<file path="config.mk">
export PLATFORM = sky130hd
export DESIGN_NAME = adc_frame_ctrl
export DESIGN_NICKNAME = d
export VERILOG_FILES = /design/src/rtl/adc_frame_pkg.sv /design/src/rtl/adc_half_timer.sv /design/src/rtl/adc_quiet_timer.sv /design/src/rtl/adc_sdo_capture.sv /design/src/rtl/adc_frame_ctrl.sv
export SDC_FILE = /design/constraint.sdc
export NUM_CORES = 1
export LEC_CHECK = 0
export ABC_CLOCK_PERIOD_IN_PS = 2950
export BUFFER_PORTS_ARGS = -buffer_cell sky130_fd_sc_hd__buf_4
export CAP_MARGIN = 20
export CORE_UTILIZATION = 50
export CTS_CLUSTER_DIAMETER = 120
export DETAILED_ROUTE_END_ITERATION = 12
export GPL_TIMING_DRIVEN = 0
export PLACE_DENSITY = 0.66
export SYNTH_ARGS = -nofsm -noshare
export SYNTH_HDL_FRONTEND = slang
export SYNTH_SLANG_ARGS = --single-unit
</file>
<file path="constraint.sdc">
create_clock -name clk_i -period 2.95 [get_ports clk_i]
set_input_delay 0.885 -clock clk_i [delete_from_list [all_inputs] [get_ports clk_i]]
set_output_delay 0.885 -clock clk_i [all_outputs]
set_load 0.01 [all_outputs]
</file>
<file path="src/rtl/adc_frame_pkg.sv">
package adc_frame_pkg;

  typedef enum logic [2:0] {
    ST_IDLE,
    ST_SETUP,
    ST_LOW,
    ST_HIGH,
    ST_QUIET
  } seq_state_e;

endpackage

</file>
<file path="src/rtl/adc_half_timer.sv">
module adc_half_timer #(
  parameter int HALF_DIV = 2
) (
  input  logic clk_i,
  input  logic rst_ni,
  input  logic run_i,
  output logic tick_o
);
  localparam int CW = (HALF_DIV > 1) ? $clog2(HALF_DIV) : 1;

  logic [CW-1:0] cnt_q;

  assign tick_o = run_i && (cnt_q == CW'(HALF_DIV - 1));

  always_ff @(posedge clk_i or negedge rst_ni) begin
    if (!rst_ni)      cnt_q <= '0;
    else if (!run_i)  cnt_q <= '0;
    else if (tick_o)  cnt_q <= '0;
    else              cnt_q <= cnt_q + 1'b1;
  end


  half_cnt_range_chk: assert property (@(posedge clk_i) disable iff (!rst_ni)
    cnt_q <= CW'(HALF_DIV - 1));

endmodule

</file>
<file path="src/rtl/adc_quiet_timer.sv">
module adc_quiet_timer #(
  parameter int QUIET_CYC = 8
) (
  input  logic clk_i,
  input  logic rst_ni,
  input  logic arm_i,
  output logic expired_o
);
  localparam int QW = $clog2(QUIET_CYC + 1);

  logic [QW-1:0] cnt_q;

  assign expired_o = (cnt_q == '0);

  always_ff @(posedge clk_i or negedge rst_ni) begin
    if (!rst_ni)          cnt_q <= '0;
    else if (arm_i)       cnt_q <= QW'(QUIET_CYC);
    else if (!expired_o)  cnt_q <= cnt_q - 1'b1;
  end


  quiet_arm_chk: assert property (@(posedge clk_i) disable iff (!rst_ni)
    arm_i |=> !expired_o);

endmodule

</file>
<file path="src/rtl/adc_sdo_capture.sv">
module adc_sdo_capture #(
  parameter int DATA_W    = 10,
  parameter int LEAD_BITS = 2,
  parameter int LEN_W     = 5
) (
  input  logic              clk_i,
  input  logic              rst_ni,
  input  logic              sample_i,
  input  logic [LEN_W-1:0]  edge_idx_i,
  input  logic              sdo_i,
  output logic [DATA_W-1:0] data_o,
  output logic              valid_o
);
  localparam int FIRST = LEAD_BITS;
  localparam int LAST  = LEAD_BITS + DATA_W - 1;

  logic [DATA_W-1:0] sh_q;
  logic              in_win, at_last;

  assign in_win  = sample_i && (edge_idx_i >= LEN_W'(FIRST)) && (edge_idx_i <= LEN_W'(LAST));
  assign at_last = sample_i && (edge_idx_i == LEN_W'(LAST));

  always_ff @(posedge clk_i or negedge rst_ni) begin
    if (!rst_ni) begin
      sh_q    <= '0;
      data_o  <= '0;
      valid_o <= 1'b0;
    end else begin
      valid_o <= at_last;
      if (in_win)  sh_q   <= {sh_q[DATA_W-2:0], sdo_i};
      if (at_last) data_o <= {sh_q[DATA_W-2:0], sdo_i};
    end
  end


  valid_single_chk: assert property (@(posedge clk_i) disable iff (!rst_ni)
    valid_o |=> !valid_o);


  data_hold_chk: assert property (@(posedge clk_i) disable iff (!rst_ni)
    !$stable(data_o) |-> valid_o);

endmodule

</file>
<file path="src/rtl/adc_frame_ctrl.sv">
module adc_frame_ctrl
  import adc_frame_pkg::*;
#(
  parameter int DATA_W    = 10,
  parameter int LEAD_BITS = 2,
  parameter int FRAME_MAX = 16,
  parameter int HALF_DIV  = 2,
  parameter int QUIET_CYC = 8,
  parameter int LEN_W     = $clog2(FRAME_MAX + 1)
) (
  input  logic              clk_i,
  input  logic              rst_ni,
  input  logic              start_i,
  input  logic [LEN_W-1:0]  frame_len_i,
  input  logic              sdo_i,
  output logic              cs_no,
  output logic              sclk_o,
  output logic              busy_o,
  output logic              valid_o,
  output logic [DATA_W-1:0] data_o
);
  // conversion ends on the rise after the last data falling edge
  localparam int FRAME_MIN = LEAD_BITS + DATA_W - 1;

  seq_state_e       state_q;
  logic [LEN_W-1:0] fall_q, len_q, len_sel;
  logic             pend_q, cs_n_q, sclk_q;
  logic             launch, half_tick, run, rise_now, last_rise, q_expired;

  always_comb begin
    if (frame_len_i < LEN_W'(FRAME_MIN))      len_sel = LEN_W'(FRAME_MIN);
    else if (frame_len_i > LEN_W'(FRAME_MAX)) len_sel = LEN_W'(FRAME_MAX);
    else                                      len_sel = frame_len_i;
  end

  assign launch    = (state_q == ST_IDLE) && (pend_q || start_i);
  assign run       = (state_q == ST_SETUP) || (state_q == ST_LOW) || (state_q == ST_HIGH);
  assign rise_now  = (state_q == ST_LOW) && half_tick;
  assign last_rise = (state_q == ST_HIGH) && half_tick && (fall_q == len_q);

  adc_half_timer #(.HALF_DIV(HALF_DIV)) u_half (
    .clk_i  (clk_i),
    .rst_ni (rst_ni),
    .run_i  (run),
    .tick_o (half_tick)
  );

  adc_quiet_timer #(.QUIET_CYC(QUIET_CYC)) u_quiet (
    .clk_i     (clk_i),
    .rst_ni    (rst_ni),
    .arm_i     (last_rise),
    .expired_o (q_expired)
  );

  adc_sdo_capture #(.DATA_W(DATA_W), .LEAD_BITS(LEAD_BITS), .LEN_W(LEN_W)) u_cap (
    .clk_i      (clk_i),
    .rst_ni     (rst_ni),
    .sample_i   (rise_now),
    .edge_idx_i (fall_q),
    .sdo_i      (sdo_i),
    .data_o     (data_o),
    .valid_o    (valid_o)
  );

  always_ff @(posedge clk_i or negedge rst_ni) begin
    if (!rst_ni) begin
      state_q <= ST_IDLE;
      fall_q  <= '0;
      len_q   <= LEN_W'(FRAME_MIN);
      pend_q  <= 1'b0;
      cs_n_q  <= 1'b1;
      sclk_q  <= 1'b1;
    end else begin
      pend_q <= launch ? 1'b0 : (pend_q | start_i);
      unique case (state_q)
        ST_IDLE: if (launch) begin
          state_q <= ST_SETUP;
          cs_n_q  <= 1'b0;
          fall_q  <= '0;
          len_q   <= len_sel;
        end
        ST_SETUP: if (half_tick) begin
          state_q <= ST_LOW;
          sclk_q  <= 1'b0;
          fall_q  <= LEN_W'(1);
        end
        ST_LOW: if (half_tick) begin
          state_q <= ST_HIGH;
          sclk_q  <= 1'b1;
        end
        ST_HIGH: if (half_tick) begin
          if (fall_q == len_q) begin
            state_q <= ST_QUIET;
            cs_n_q  <= 1'b1;
          end else begin
            state_q <= ST_LOW;
            sclk_q  <= 1'b0;
            fall_q  <= fall_q + 1'b1;
          end
        end
        ST_QUIET: if (q_expired) state_q <= ST_IDLE;
        default: state_q <= ST_IDLE;
      endcase
    end
  end

  assign cs_no  = cs_n_q;
  assign sclk_o = sclk_q;
  assign busy_o = (state_q != ST_IDLE);

  // independent count of serial clock rises inside a frame
  logic             sclk_prev_q;
  logic [LEN_W-1:0] chk_rises_q;

  always_ff @(posedge clk_i or negedge rst_ni) begin
    if (!rst_ni) begin
      sclk_prev_q <= 1'b1;
      chk_rises_q <= '0;
    end else begin
      sclk_prev_q <= sclk_q;
      if (cs_n_q)                    chk_rises_q <= '0;
      else if (sclk_q && !sclk_prev_q) chk_rises_q <= chk_rises_q + 1'b1;
    end
  end


  cs_early_rise_chk: assert property (@(posedge clk_i) disable iff (!rst_ni)
    $rose(cs_no) |-> chk_rises_q >= LEN_W'(FRAME_MIN));


  frame_len_chk: assert property (@(posedge clk_i) disable iff (!rst_ni)
    $rose(cs_no) |-> chk_rises_q == len_q);


  len_range_chk: assert property (@(posedge clk_i) disable iff (!rst_ni)
    !cs_no |-> (len_q >= LEN_W'(FRAME_MIN)) && (len_q <= LEN_W'(FRAME_MAX)));


  sclk_idle_chk: assert property (@(posedge clk_i) disable iff (!rst_ni)
    cs_no |-> sclk_o);


  quiet_gate_chk: assert property (@(posedge clk_i) disable iff (!rst_ni)
    $fell(cs_no) |-> $past(q_expired));


  busy_frame_chk: assert property (@(posedge clk_i) disable iff (!rst_ni)
    !cs_no |-> busy_o);

endmodule

</file>
==> impl_metrics.yaml <==
placed_design:
  post_dp_cell_area_sq_um: 2110
  portBuffers: 22
  place_congestion: 0.745
  dpl.hpwl_um: 2390
final_layout:
  seq_area_sq_um: 1030
  multi_input_area_sq_um: 805
  antenna_cells: 0
  nets: 201
  fin_area_sq_um: 2230
  fillers: 301
  area_growth_pct: 18.1
  layout-drive-gt1-share_pct: 29.1
synthesis:
  syn_area_sq_um: 1890
  syn_inst: 159
  syn_nets: 172
  yosys-top-cells-count: "dfrtp_1, nand2_1, mux2_2, nor2_1, inv_1"
  synth.largest_area_cell: "dfrtp_1"
  yosys.cell_count.top_type: "dfrtp_1"
  synth.area.top_cells: "dfrtp_1, dfstp_2, mux2_2, mux2_1, xnor2_1"
  ys_seq_area_share_pct: 54.6
  synth-seq-cells: 41
  async_flop_share_pct: 100
  syn_avg_cell_area_sq_um: 11.9
  synth_warnings: 0
  synthDistinctLibCells: 40
  ys.flop_type: "dfrtp_1"
  synth_edf_count: 0
  yosys.area.top_type_share_pct: 47.6
pwr:
  seqPwrFrac_pct: 42.1
  clkPwrFrac_pct: 21.0
  power_density_nw_per_um2: 979
  p_sw_mw: 0.765
  combPwrFrac_pct: 36.9
  swShare_pct: 35.0
  max-vdd-ir-drop_uv: 437
  p_leak_nw: 1.05
  internal-power_mw: 1.42
timing:
  post-route-period-util_pct: 76.8
  slew_viol_final: 0
  skew_ps: 4.77
  hold_viol_final: 0
  relSlewSlack_pct: 53.3
  min_period_ps: 2260
  fin_tns_setup_ps: 0
  worstMarginPinSlew_ps: 696
  fmax_mhz: 442
  rsz0062_at_grt: "false"
  setup_violations: 0
clock_network:
  cts_buffers: 5
  clockRootBuffer: "clkbuf_8"
  cts_tree: "done"
  h-tree-depth: 2
  path_clk_slew_ps: 80
  clock_path_buffers: 2
  cts_resized: 0
  clock_sinks: 41
  holdBufCountCts: 0
  clk_latency_ps: 280
  cts_setup_buffers: 0
routing:
  drtAntennaViolNets: 0
  num_vias: 1273
  wl_per_cell_um: 13.9
  drtIter0Drc: 65
  drc: 0
  viasPerCell: 5.42
  wirelength_um: 3260
  drt_pass1_iterations: 4
global_routing:
  track_usage_pct: 19.4
  grt_pass1_wl_um: 6010
  grt_max_degree: 42
  overflow: 0
  grt_pass1_vias: 1369
  antenna_found_initial: 0
die:
  pin_count: 23
  core_area_sq_um: 3470
  start_util_pct: 54.5
  die_w_um: 63.5
  num_rows: 21
  die_y_um: 63.5
  dieArea_sq_um: 4030
critical_path:
  critPathRequiredTime_ps: 2070
  end_kind: "output port"
  crit_type: "register to output port"
  crit_fanout: 10
  start_kind: "register"
  arrival_ps: 1380
  ff2ff_setup_slack_ps: 970
min_path:
  hp-class: "register to register"
run:
  cap_violations: 0
status:
  status: "complete, no violations"
-- cells by family (layout without fill, tap and decap cells) --
group	Yosys count	count (layout)	share of synthesized area, %
simple gates	41	41	10.7
buf+inv	13	43	2.91
flops	41	41	54.6
compound gates	29	29	11.7
xor+xnor	8	8	3.70
mux	23	23	13.8
fa+ha+maj	4	4	2.65
-- worst max-delay path: stages, from the launching register on --
cell     delay [ps]
dfrtp_1         400
buf_2           180
nor3_1          300
inv_1            70
buf_4           150
-- metal layers --
| layer | share of wire [%] | track usage, % | vias up |
|---|---|---|---|
| met5 | 0 | 0 | - |
| met4 | 0.83 | 6.25 | 0 |
| met3 | 2.9 | 5.07 | 2 |
| met2 | 50 | 31.0 | 20 |
| met1 | 46 | 25.4 | 622 |
| li1 | - | - | 629 |
-- flip-flops by register name, indices dropped and copies added (netlist names) --
name           cells
u_cap.data_o      10
u_cap.sh_q         9
fall_q             5
len_q              5
u_quiet.cnt_q      4
state_q            3
cs_no              1
pend_q             1
sclk_o             1
u_cap.valid_o      1
u_half.cnt_q       1
-- layout by cell type, fill, tap and decap left out, types with 4 or more instances in the layout --
master and instances:
a21oi_1 4, buf_4 23, clkbuf_8 6, dfrtp_1 36
dfstp_2 5, ha_1 4, inv_1 10, mux2_1 9
mux2_2 11, nand2_1 12, nand3_1 4, nor2_1 11
nor3_1 4, o21ai_0 4, o31ai_1 4, xnor2_1 8
-- path summary, 6_finish.rpt --
kind,from,to,cells past startpoint
worst max-delay path,state_q[1],busy_o,4
worst min-delay path,u_cap.data_o[3],u_cap.data_o[3],1
worst max register to register,fall_q[0],u_cap.sh_q[0],5
worst min register to register,u_cap.data_o[3],u_cap.data_o[3],1
max in group asynchronous,rst_ni,len_q[1],1
min in group asynchronous,rst_ni,u_quiet.cnt_q[3],1
-- power by group through the flow --
stage	logic, mW	clock network, mW	registers (mW)
after global routing	0.916	0.498	0.955
after floorplan	0.633	0	0.897
final	0.807	0.460	0.920
after global placement	0.776	0	0.920
after detailed placement	0.817	0	0.934
after CTS	0.821	0.473	0.923
-- area by class of cell --
cell class	count	share of cell area, %
plain buffers	3	0.784
clock buffers	6	3.70
clock inverters	2	1.68
inverters	10	1.68
multi-input cells	105	36.0
flip-flops and latches	41	46.2
well taps	46	2.58
repair buffers	22	7.39
-- through the flow --
stage / setup slack (ps) / utilization [%] / hold WS, ps / power, mW / cells
2_1_floorplan: 1100 / - / 455 / 1.53 / 159
3_3_place_gp: 831 / 61.0 / 468 / 1.70 / 227
3_5_place_dp: 833 / 61.0 / 476 / 1.75 / 227
4_1_cts: 670 / 64.4 / 491 / 2.22 / 235
5_1_grt: 474 / 64.4 / 508 / 2.37 / 235
6_report: 686 / 64.4 / 487 / 2.19 / 235
No activity file was read; power rests on OpenSTA's default activity.
